===== config.mk =====
export PLATFORM = sky130hd
export DESIGN_NAME = uart_addr_rx
export DESIGN_NICKNAME = d
export VERILOG_FILES = /design/src/rtl/uart_rx_pkg.sv /design/src/rtl/rx_sync.sv /design/src/rtl/rx_framer.sv /design/src/rtl/rx_buffer.sv /design/src/rtl/uart_addr_rx.sv
export SDC_FILE = /design/constraint.sdc
export NUM_CORES = 1
export LEC_CHECK = 0
export ABC_AREA = 1
export BUFFER_PORTS_ARGS = -buffer_cell sky130_fd_sc_hd__buf_2
export CAP_MARGIN = 25
export CORE_MARGIN = 5
export CORE_UTILIZATION = 60
export CTS_CLUSTER_DIAMETER = 40
export DETAILED_ROUTE_END_ITERATION = 8
export GPL_ROUTABILITY_DRIVEN = 0
export PLACE_DENSITY = 0.8
export SETUP_SLACK_MARGIN = 0.1
export SYNTH_ARGS = -nofsm -noshare
export SYNTH_HDL_FRONTEND = slang
export SYNTH_SLANG_ARGS = --single-unit

===== constraint.sdc =====
create_clock -name clk -period 3.7 [get_ports clk]
set_clock_uncertainty 0.2 [all_clocks]
set_input_delay 1.11 -clock clk [delete_from_list [all_inputs] [get_ports clk]]
set_output_delay 1.11 -clock clk [all_outputs]
set_load 0.01 [all_outputs]

===== src/rtl/uart_rx_pkg.sv =====
package uart_rx_pkg;

   typedef enum logic [1:0] {
      RX_IDLE  = 2'd0,
      RX_START = 2'd1,
      RX_DATA  = 2'd2,
      RX_STOP  = 2'd3
   } rx_state_e;

   // bits needed to hold values 0 .. n-1 (at least one)
   function automatic int unsigned cnt_bits(input int unsigned n);
      return (n < 2) ? 1 : $clog2(n);
   endfunction

endpackage


===== src/rtl/rx_sync.sv =====
module rx_sync #(
   parameter int unsigned STAGES    = 2,
   parameter bit          RESET_VAL = 1'b1
) (
   input  logic clk,
   input  logic rst_n,
   input  logic d,
   output logic q
);

   logic [STAGES-1:0] chain;

   generate
      if (STAGES < 2) begin : g_bad
         $error("rx_sync needs at least two stages");
      end
   endgenerate

   always_ff @(posedge clk or negedge rst_n) begin
      if (!rst_n) chain <= {STAGES{RESET_VAL}};
      else        chain <= {chain[STAGES-2:0], d};
   end

   assign q = chain[STAGES-1];

endmodule


===== src/rtl/rx_framer.sv =====
module rx_framer
   import uart_rx_pkg::*;
#(
   parameter int unsigned OVERSAMPLE = 16,
   parameter int unsigned DATA_BITS  = 8
) (
   input  logic                 clk,
   input  logic                 rst_n,
   input  logic                 active,
   input  logic                 nine,
   input  logic                 tick,
   input  logic                 line,
   output logic                 idle,
   output logic                 done,
   output logic [DATA_BITS-1:0] frm_data,
   output logic                 frm_b9,
   output logic                 frm_ferr
);

   localparam int unsigned MAXB = DATA_BITS + 1;
   localparam int unsigned CW   = cnt_bits(OVERSAMPLE);
   localparam int unsigned BW   = cnt_bits(MAXB + 1);
   localparam logic [CW-1:0] MID_LAST = CW'(OVERSAMPLE / 2 - 1);
   localparam logic [CW-1:0] BIT_LAST = CW'(OVERSAMPLE - 1);

   rx_state_e        state;
   logic [CW-1:0]    cnt;
   logic [BW-1:0]    bidx;
   logic [BW-1:0]    last_idx;
   logic [MAXB-1:0]  shreg;
   logic             prev_line;

   assign last_idx = nine ? BW'(DATA_BITS) : BW'(DATA_BITS - 1);
   assign idle     = (state == RX_IDLE);

   always_ff @(posedge clk or negedge rst_n) begin
      if (!rst_n) begin
         state     <= RX_IDLE;
         cnt       <= '0;
         bidx      <= '0;
         shreg     <= '0;
         prev_line <= 1'b1;
         done      <= 1'b0;
         frm_data  <= '0;
         frm_b9    <= 1'b0;
         frm_ferr  <= 1'b0;
      end else begin
         done <= 1'b0;
         if (!active) begin
            state     <= RX_IDLE;
            cnt       <= '0;
            bidx      <= '0;
            prev_line <= 1'b1;
         end else if (tick) begin
            prev_line <= line;
            unique case (state)
               RX_IDLE: begin
                  if (prev_line && !line) begin
                     state <= RX_START;
                     cnt   <= '0;
                  end
               end
               RX_START: begin
                  if (cnt == MID_LAST) begin
                     cnt   <= '0;
                     bidx  <= '0;
                     state <= line ? RX_IDLE : RX_DATA;
                  end else begin
                     cnt <= cnt + 1'b1;
                  end
               end
               RX_DATA: begin
                  if (cnt == BIT_LAST) begin
                     cnt         <= '0;
                     shreg[bidx] <= line;
                     if (bidx == last_idx) state <= RX_STOP;
                     else                  bidx  <= bidx + 1'b1;
                  end else begin
                     cnt <= cnt + 1'b1;
                  end
               end
               RX_STOP: begin
                  if (cnt == BIT_LAST) begin
                     cnt      <= '0;
                     state    <= RX_IDLE;
                     done     <= 1'b1;
                     frm_ferr <= ~line;
                     frm_data <= shreg[DATA_BITS-1:0];
                     frm_b9   <= nine & shreg[DATA_BITS];
                  end else begin
                     cnt <= cnt + 1'b1;
                  end
               end
               default: state <= RX_IDLE;
            endcase
         end
      end
   end

endmodule


===== src/rtl/rx_buffer.sv =====
module rx_buffer
   import uart_rx_pkg::*;
#(
   parameter int unsigned WIDTH = 10,
   parameter int unsigned DEPTH = 2
) (
   input  logic             clk,
   input  logic             rst_n,
   input  logic             push,
   input  logic [WIDTH-1:0] wdata,
   input  logic             pop,
   output logic [WIDTH-1:0] rdata,
   output logic             empty,
   output logic             full
);

   localparam int unsigned PW = cnt_bits(DEPTH);
   localparam int unsigned NW = cnt_bits(DEPTH + 1);
   localparam logic [PW-1:0] PTR_LAST = PW'(DEPTH - 1);

   logic [WIDTH-1:0] mem [DEPTH];
   logic [PW-1:0]    wr_ptr, rd_ptr;
   logic [NW-1:0]    fill;

   generate
      if (DEPTH < 2) begin : g_bad
         $error("rx_buffer needs a depth of at least two");
      end
   endgenerate

   assign empty = (fill == '0);
   assign full  = (fill == NW'(DEPTH));
   assign rdata = mem[rd_ptr];

   always_ff @(posedge clk or negedge rst_n) begin
      if (!rst_n) begin
         wr_ptr <= '0;
         rd_ptr <= '0;
         fill   <= '0;
         for (int i = 0; i < DEPTH; i++) mem[i] <= '0;
      end else begin
         if (push) begin
            mem[wr_ptr] <= wdata;
            wr_ptr      <= (wr_ptr == PTR_LAST) ? '0 : wr_ptr + 1'b1;
         end
         if (pop) rd_ptr <= (rd_ptr == PTR_LAST) ? '0 : rd_ptr + 1'b1;
         if (push && !pop)      fill <= fill + 1'b1;
         else if (pop && !push) fill <= fill - 1'b1;
      end
   end

endmodule


===== src/rtl/uart_addr_rx.sv =====
module uart_addr_rx
   import uart_rx_pkg::*;
#(
   parameter int unsigned OVERSAMPLE  = 16,
   parameter int unsigned DATA_BITS   = 8,
   parameter int unsigned BUF_DEPTH   = 2,
   parameter int unsigned SYNC_STAGES = 2,
   parameter bit          ADDR_FILTER = 1'b1
) (
   input  logic                 clk,
   input  logic                 rst_n,
   input  logic                 port_en,
   input  logic                 rx_en,
   input  logic                 nine_bit_en,
   input  logic                 addr_det_en,
   input  logic                 os_tick,
   input  logic                 rx_line,
   input  logic                 buf_rd,
   output logic [DATA_BITS-1:0] rx_data,
   output logic                 rx_bit9,
   output logic                 rx_frame_err,
   output logic                 rx_overrun,
   output logic                 rx_idle,
   output logic                 rx_ready
);

   localparam int unsigned ENTRY_W = DATA_BITS + 2;

   generate
      if (OVERSAMPLE < 4 || (OVERSAMPLE % 2) != 0) begin : g_bad_os
         $error("OVERSAMPLE must be even and at least 4");
      end
      if (DATA_BITS < 5) begin : g_bad_db
         $error("DATA_BITS must be at least 5");
      end
   endgenerate

   logic                 line_s;
   logic                 active;
   logic                 frm_done, frm_b9, frm_ferr;
   logic [DATA_BITS-1:0] frm_data;
   logic                 keep_w, push_w, pop_w;
   logic                 buf_empty, buf_full;
   logic                 ovr_q;
   logic [ENTRY_W-1:0]   head;

   assign active = port_en & rx_en;

   rx_sync #(.STAGES(SYNC_STAGES), .RESET_VAL(1'b1)) i_sync (
      .clk   (clk),
      .rst_n (rst_n),
      .d     (rx_line),
      .q     (line_s)
   );

   rx_framer #(.OVERSAMPLE(OVERSAMPLE), .DATA_BITS(DATA_BITS)) i_framer (
      .clk      (clk),
      .rst_n    (rst_n),
      .active   (active),
      .nine     (nine_bit_en),
      .tick     (os_tick),
      .line     (line_s),
      .idle     (rx_idle),
      .done     (frm_done),
      .frm_data (frm_data),
      .frm_b9   (frm_b9),
      .frm_ferr (frm_ferr)
   );

   generate
      if (ADDR_FILTER) begin : g_filter
         assign keep_w = ~(addr_det_en & nine_bit_en) | frm_b9;
      end else begin : g_nofilter
         assign keep_w = 1'b1;
      end
   endgenerate

   assign push_w = frm_done & keep_w & ~buf_full & ~ovr_q;
   assign pop_w  = buf_rd & ~buf_empty;

   always_ff @(posedge clk or negedge rst_n) begin
      if (!rst_n)                             ovr_q <= 1'b0;
      else if (!rx_en)                        ovr_q <= 1'b0;
      else if (frm_done && keep_w && buf_full) ovr_q <= 1'b1;
   end

   rx_buffer #(.WIDTH(ENTRY_W), .DEPTH(BUF_DEPTH)) i_buf (
      .clk   (clk),
      .rst_n (rst_n),
      .push  (push_w),
      .wdata ({frm_ferr, frm_b9, frm_data}),
      .pop   (pop_w),
      .rdata (head),
      .empty (buf_empty),
      .full  (buf_full)
   );

   assign rx_data      = head[DATA_BITS-1:0];
   assign rx_bit9      = head[DATA_BITS];
   assign rx_frame_err = head[DATA_BITS+1];
   assign rx_overrun   = ovr_q;
   assign rx_ready     = ~buf_empty;

endmodule


==> results.ini, run 1 <==
[setup_path]
start_kind=register
startpoint=i_buf.rd_ptr
worstPathMaxFanout=11
arrival_ns=1.46
crit_type=reg2out
rrSetupSlack_ns=1.93
r2r-end=i_framer.shreg[0]
r2r_start=i_framer.cnt[0]
endpoint_kind=output port
worst_r2r_path_depth=6
required_ns=2.39

[yosys]
postSynthCellCount=324
ys_types=29
syn-cell-area_mm2=0.002764
syn_area_per_cell_um2=8.531
synth.ff_latch_count=58
yosysSeqAreaShare_pct=52.65
yosys_warnings=0
syn-num-nets=339

[final_layout]
layout-drive-gt1-share_pct=18.64
layout_commonest_cell=nand2_1
area_delta_synth_final_pct=10.23
fin_cells=406
nNetsFinal=364
layout_common_cells=nand2_1, dfrtp_1, inv_1
num_antenna_cells=0

[floorplan]
die_y_um=77.87
initial_core_util_pct=62.61
die_x_um=77.87
die-area_mm2=0.006064
rows=24
pin_count=22
core_area_mm2=0.004414

[clock_tree]
htreeDepth=3
clkTransAtPathRegs_ns=0.06
cts-root-buf=clkbuf_8
postCtsSetupBuffers=0
cts.sinks=58
clk-insertion-delay-late_ns=0.33
cts_made_buffers=9
post_cts_resized=0
clockBufferDepth=2
cts_hold_buf=0
tritoncts=built

[sta]
layout_min_cycle_time_ns=2.767
rsz0062_at_grt=false
final-hold-violation-count=0
period_share_pct=74.78
fmax_mhz=361.4
maxSlewHeadroom_pct=57.87
final_max_slew_viol_count=0
tns_ns=0
tightest_slew_ns=0.6320
finalSetupViolations=0
whs_ns=0.1571

[detailed_routing]
antenna_left=0
drt_first_pass_iters=4
drc_errors=0
wl_per_cell_um=12.23
dr.first_iter.drc_count=173
viasPerCell=5.192
vias=2108
finalWirelength_mm=4.966

[power_and_ir_drop]
p_clk_share_pct=37.1
p_comb_share_pct=10.3
seq_power_share_pct=52.5
net-switching-power_mw=0.3509
internal_power_mw=0.9610
power_mw=1.312
p_sw_share_pct=26.75
power-per-cell-area_mw_per_mm2=430.6
leakagePower_nw=1.592
ir_drop_mv=0.2376

[grt]
grt-busiest-layer=met2
grt_use_met3_pct=6.134
grt_pass1_wl_mm=9.101
grt_max_degree=31
met1_usage_pct=23.35
grt_pass1_vias=2057
antenna_found_initial=0
grt_use_total_pct=18.79
grt-ovfl-total=0
met2_usage_pct=30.05

[place]
dp_cells=390
hpwl_mm=3.535
port_buffers=21

[hold_path]
hold_class=reg2reg
hold_end=i_sync.chain[1]
min_path_cells=0
worstHoldStart=i_sync.chain[0]

[run]
cap_viol_max_count=0

[outcome]
status=complete, no violations

## flip-flops by register name, summed over array words and instances (netlist names)
signal              count
i_buf.mem              20
i_framer.shreg          9
i_framer.frm_data       8
i_framer.bidx           4
i_framer.cnt            4
i_buf.fill              2
i_framer.state          2
i_sync.chain            2
i_buf.rd_ptr            1
i_buf.wr_ptr            1
i_framer.done           1
i_framer.frm_b9         1
i_framer.frm_ferr       1
i_framer.prev_line      1
rx_overrun              1
## critical path: stages, from the launching register on
cell     delay, ns
dfrtp_1       0.50
inv_1         0.34
nand2_1       0.09
nand2_1       0.07
buf_2         0.12
## power groups by stage
| stage | clock, mW | combinational [mW] | sequential, mW |
|---|---|---|---|
| finish | 0.487 | 0.136 | 0.689 |
| global route | 0.543 | 0.157 | 0.693 |
| CTS | 0.504 | 0.139 | 0.690 |
| detailed placement | 0 | 0.138 | 0.700 |
| global placement | 0 | 0.136 | 0.700 |
| floorplan | 0 | 0.113 | 0.681 |
## cell families after synthesis
family / synth area share (%)
DFF: 52.65
AOI/OAI and AO/OA: 11.41
xor gates and xnor gates: 1.268
buffers and inverters: 7.107
and+or+nand+nor: 24.85
adders and majority gates: 2.716
## metal layers
layer / vias to the layer above / part of all wire, %
li1: 1087 / -
met1: 967 / 45
met2: 43 / 48
met3: 11 / 4.8
met4: 0 / 2.1
met5: - / 0
## stage by stage
step / util (%) / area [µm²] / setup slack [ns]
3_5_place_dp: 65.31 / 2883 / 1.048
6_report: 69.02 / 3047 / 0.9331
3_3_place_gp: 65.31 / 2883 / 1.094
2_1_floorplan: - / 2764 / 1.294
5_1_grt: 69.02 / 3047 / 0.7198
4_1_cts: 69.02 / 3047 / 0.8809
## cell usage after synthesis
cell type	count	area (µm²)
buf_6	4	45.04
o21a_1	1	7.510
clkbuf_1	3	11.26
inv_1	30	112.6
buf_2	2	10.01
xor2_1	3	26.28
dfstp_2	3	78.83
or2_2	2	12.51
a21oi_1	3	15.01
nor3b_1	1	7.510
xnor2_1	1	8.760
nand2_2	4	25.02
dfrtp_1	55	1376
or2_4	1	8.760
ha_1	6	75.07
nor2_1	14	52.55
inv_4	1	6.260
nand2_1	104	390.4
nor2_2	2	12.51
nand3_2	2	20.02
nand3_1	27	135.1
o21ai_0	26	130.1
inv_2	3	11.26
a31oi_1	1	6.260
nand4_1	1	6.260
o21ai_1	12	60.06
o21ai_2	10	87.58
nor3_4	1	16.27
a21oi_2	1	8.760
## how the worst max path moves through the flow
stage / endpoint / slack (ns)
after floorplan: i_buf.fill[1] / 1.29
after global placement: i_buf.fill[1] / 1.09
after detailed placement: i_buf.fill[1] / 1.05
after CTS: rx_frame_err / 0.88
after global routing: rx_data[3] / 0.72
final: rx_bit9 / 0.93
## cell type report
cell class	instances	area, µm²
clock buffers	13	148.9
clock inverters	3	15.01
fillers	355	1368
inverters	34	130.1
multi-input cells	223	1112
flip-flops and latches	58	1455
well taps	52	65.06
repair buffers	23	120.1
No activity file was read; power rests on OpenSTA's default activity.
==> inputs of run 2 (changes only) <==
CORE_UTILIZATION = 59   (was 60)
PLACE_DENSITY = 0.79   (was 0.8)
clock period = 2.8 ns   (was 3.7 ns; I/O delays follow)
==> run 2 against run 1 <==
Compared with the run above: sequential share of layout area is essentially flat; utilization decreased by 3.2 points; global-route usage up 1.0 points; worst hold slack got worse by 0.0012 ns; via count grew 2.0%; register-to-register slack got worse by 0.93 ns; final area hardly changed; cell count fell by 0.49%; first-iteration DRC count decreased by 11%; routed wire length increased by 3.5%; power grew 33%; non-clock buffer count fell by 1; critical path type unchanged; largest cell class unchanged; largest power group unchanged.
==> results.ini, run 2 (synthesis results as in run 1) <==
[grt]
grt_use_total_pct=19.82
grt_pass1_wl_mm=9.577
antenna_found_initial=0
grt_max_degree=35
grt_pass1_vias=2214
grt-ovfl-total=0

[floorplan]
die_x_um=78.45
rows=25
initial_core_util_pct=59.70
die-area_mm2=0.006154
die_y_um=78.45
core_area_mm2=0.004629
pin_count=22

[sta]
fmax_mhz=401.1
layout_min_cycle_time_ns=2.493
rsz0062_at_grt=false
final-hold-violation-count=0
final_max_slew_viol_count=0
tns_ns=0
tightest_slew_ns=0.5688
whs_ns=0.1559
finalSetupViolations=0
maxSlewHeadroom_pct=62.08
period_share_pct=89.04

[setup_path]
crit_type=reg2out
endpoint_kind=output port
start_kind=register
required_ns=1.76
worstPathMaxFanout=11
arrival_ns=1.45

[clock_tree]
post_cts_resized=0
cts_made_buffers=9
postCtsSetupBuffers=0
cts.sinks=58
clk-insertion-delay-late_ns=0.33
tritoncts=built
clockBufferDepth=2
cts_hold_buf=0
htreeDepth=3
cts-root-buf=clkbuf_8
clkTransAtPathRegs_ns=0.06

[detailed_routing]
vias=2151
viasPerCell=5.324
wl_per_cell_um=12.73
dr.first_iter.drc_count=154
drt_first_pass_iters=4
finalWirelength_mm=5.141
antenna_left=0
drc_errors=0

[run]
cap_viol_max_count=0

[final_layout]
area_delta_synth_final_pct=10.32
layout_common_cells=nand2_1, dfrtp_1, inv_1
postLayoutCoreUtil_pct=65.86
layout-drive-gt1-share_pct=18.00
final_design_area_no_fill_mm2=0.003049
largest_reg_flops=20
largest-register=i_buf.mem
num_antenna_cells=0
nNetsFinal=363
reg.largest.list=i_buf.mem (20), i_framer.shreg (9), i_framer.frm_data (8)
layout_commonest_cell=nand2_1

[outcome]
status=complete, no violations

[power_and_ir_drop]
power_mw=1.744
ir_drop_mv=0.3456
leakagePower_nw=1.586
power-per-cell-area_mw_per_mm2=571.9

[place]
hpwl_mm=3.731
port_buffers=21
place_area_mm2=0.002890

[hold_path]
hold_class=reg2reg

[run 2: cell count changes in the layout (fill, tap and decap cells not counted), sizes merged]
cell,delta
buf,-1
clkinv,-3
[run 2: through the flow]
| stage | std cells | worst slack [ns] |
|---|---|---|
| 3_3_place_gp | 391 | 0.4661 |
| 4_1_cts | 404 | 0.2397 |
| 2_1_floorplan | 324 | 0.6635 |
| 6_report | 404 | 0.3069 |
| 5_1_grt | 404 | 0.1242 |
| 3_5_place_dp | 391 | 0.4032 |
[run 2: final timing paths]
check	from	endpoint	slack, ns	depth (start not counted)
worst min-delay path	i_sync.chain[0]	i_sync.chain[1]	0.16	0
min in group asynchronous	rst_n	i_framer.state[0]	0.30	1
worst max-delay path	i_buf.rd_ptr	rx_data[1]	0.31	4
max in group asynchronous	rst_n	i_sync.chain[0]	1.45	2
worst min register to register	i_sync.chain[0]	i_sync.chain[1]	0.16	0
worst max register to register	i_framer.cnt[0]	i_framer.shreg[3]	1.00	6
[run 2: critical path, cell delays in order (launching register included)]
cell and delay, ns:
dfrtp_1 0.50, inv_1 0.34, nand2_1 0.10, nand2_1 0.07, buf_2 0.12
[run 2: metal layers]
metal,wire [µm],up-vias,global-route usage [%]
li1,-,1082,-
met1,2362,1008,24.60
met2,2433,50,31.93
met3,240,11,5.505
met4,104,0,9.615
met5,0,-,0
[run 2: final cells by class]
type / instances / area (µm²)
multi-input combinational: 223 / 1112
inverter: 34 / 130.1
timing repair buffer: 22 / 125.1
clock buffer: 13 / 158.9
sequential: 58 / 1455
tap: 54 / 67.56
fill: 378 / 1580
[run 2: where the power goes]
| part | internal [mW] | switching, mW | leakage, nW | total, mW |
|---|---|---|---|---|
| Sequential | 0.869 | 0.0424 | 0.745 | 0.911 |
| Combinational | 0.0609 | 0.122 | 0.760 | 0.183 |
| Clock | 0.355 | 0.294 | 0.0815 | 0.650 |
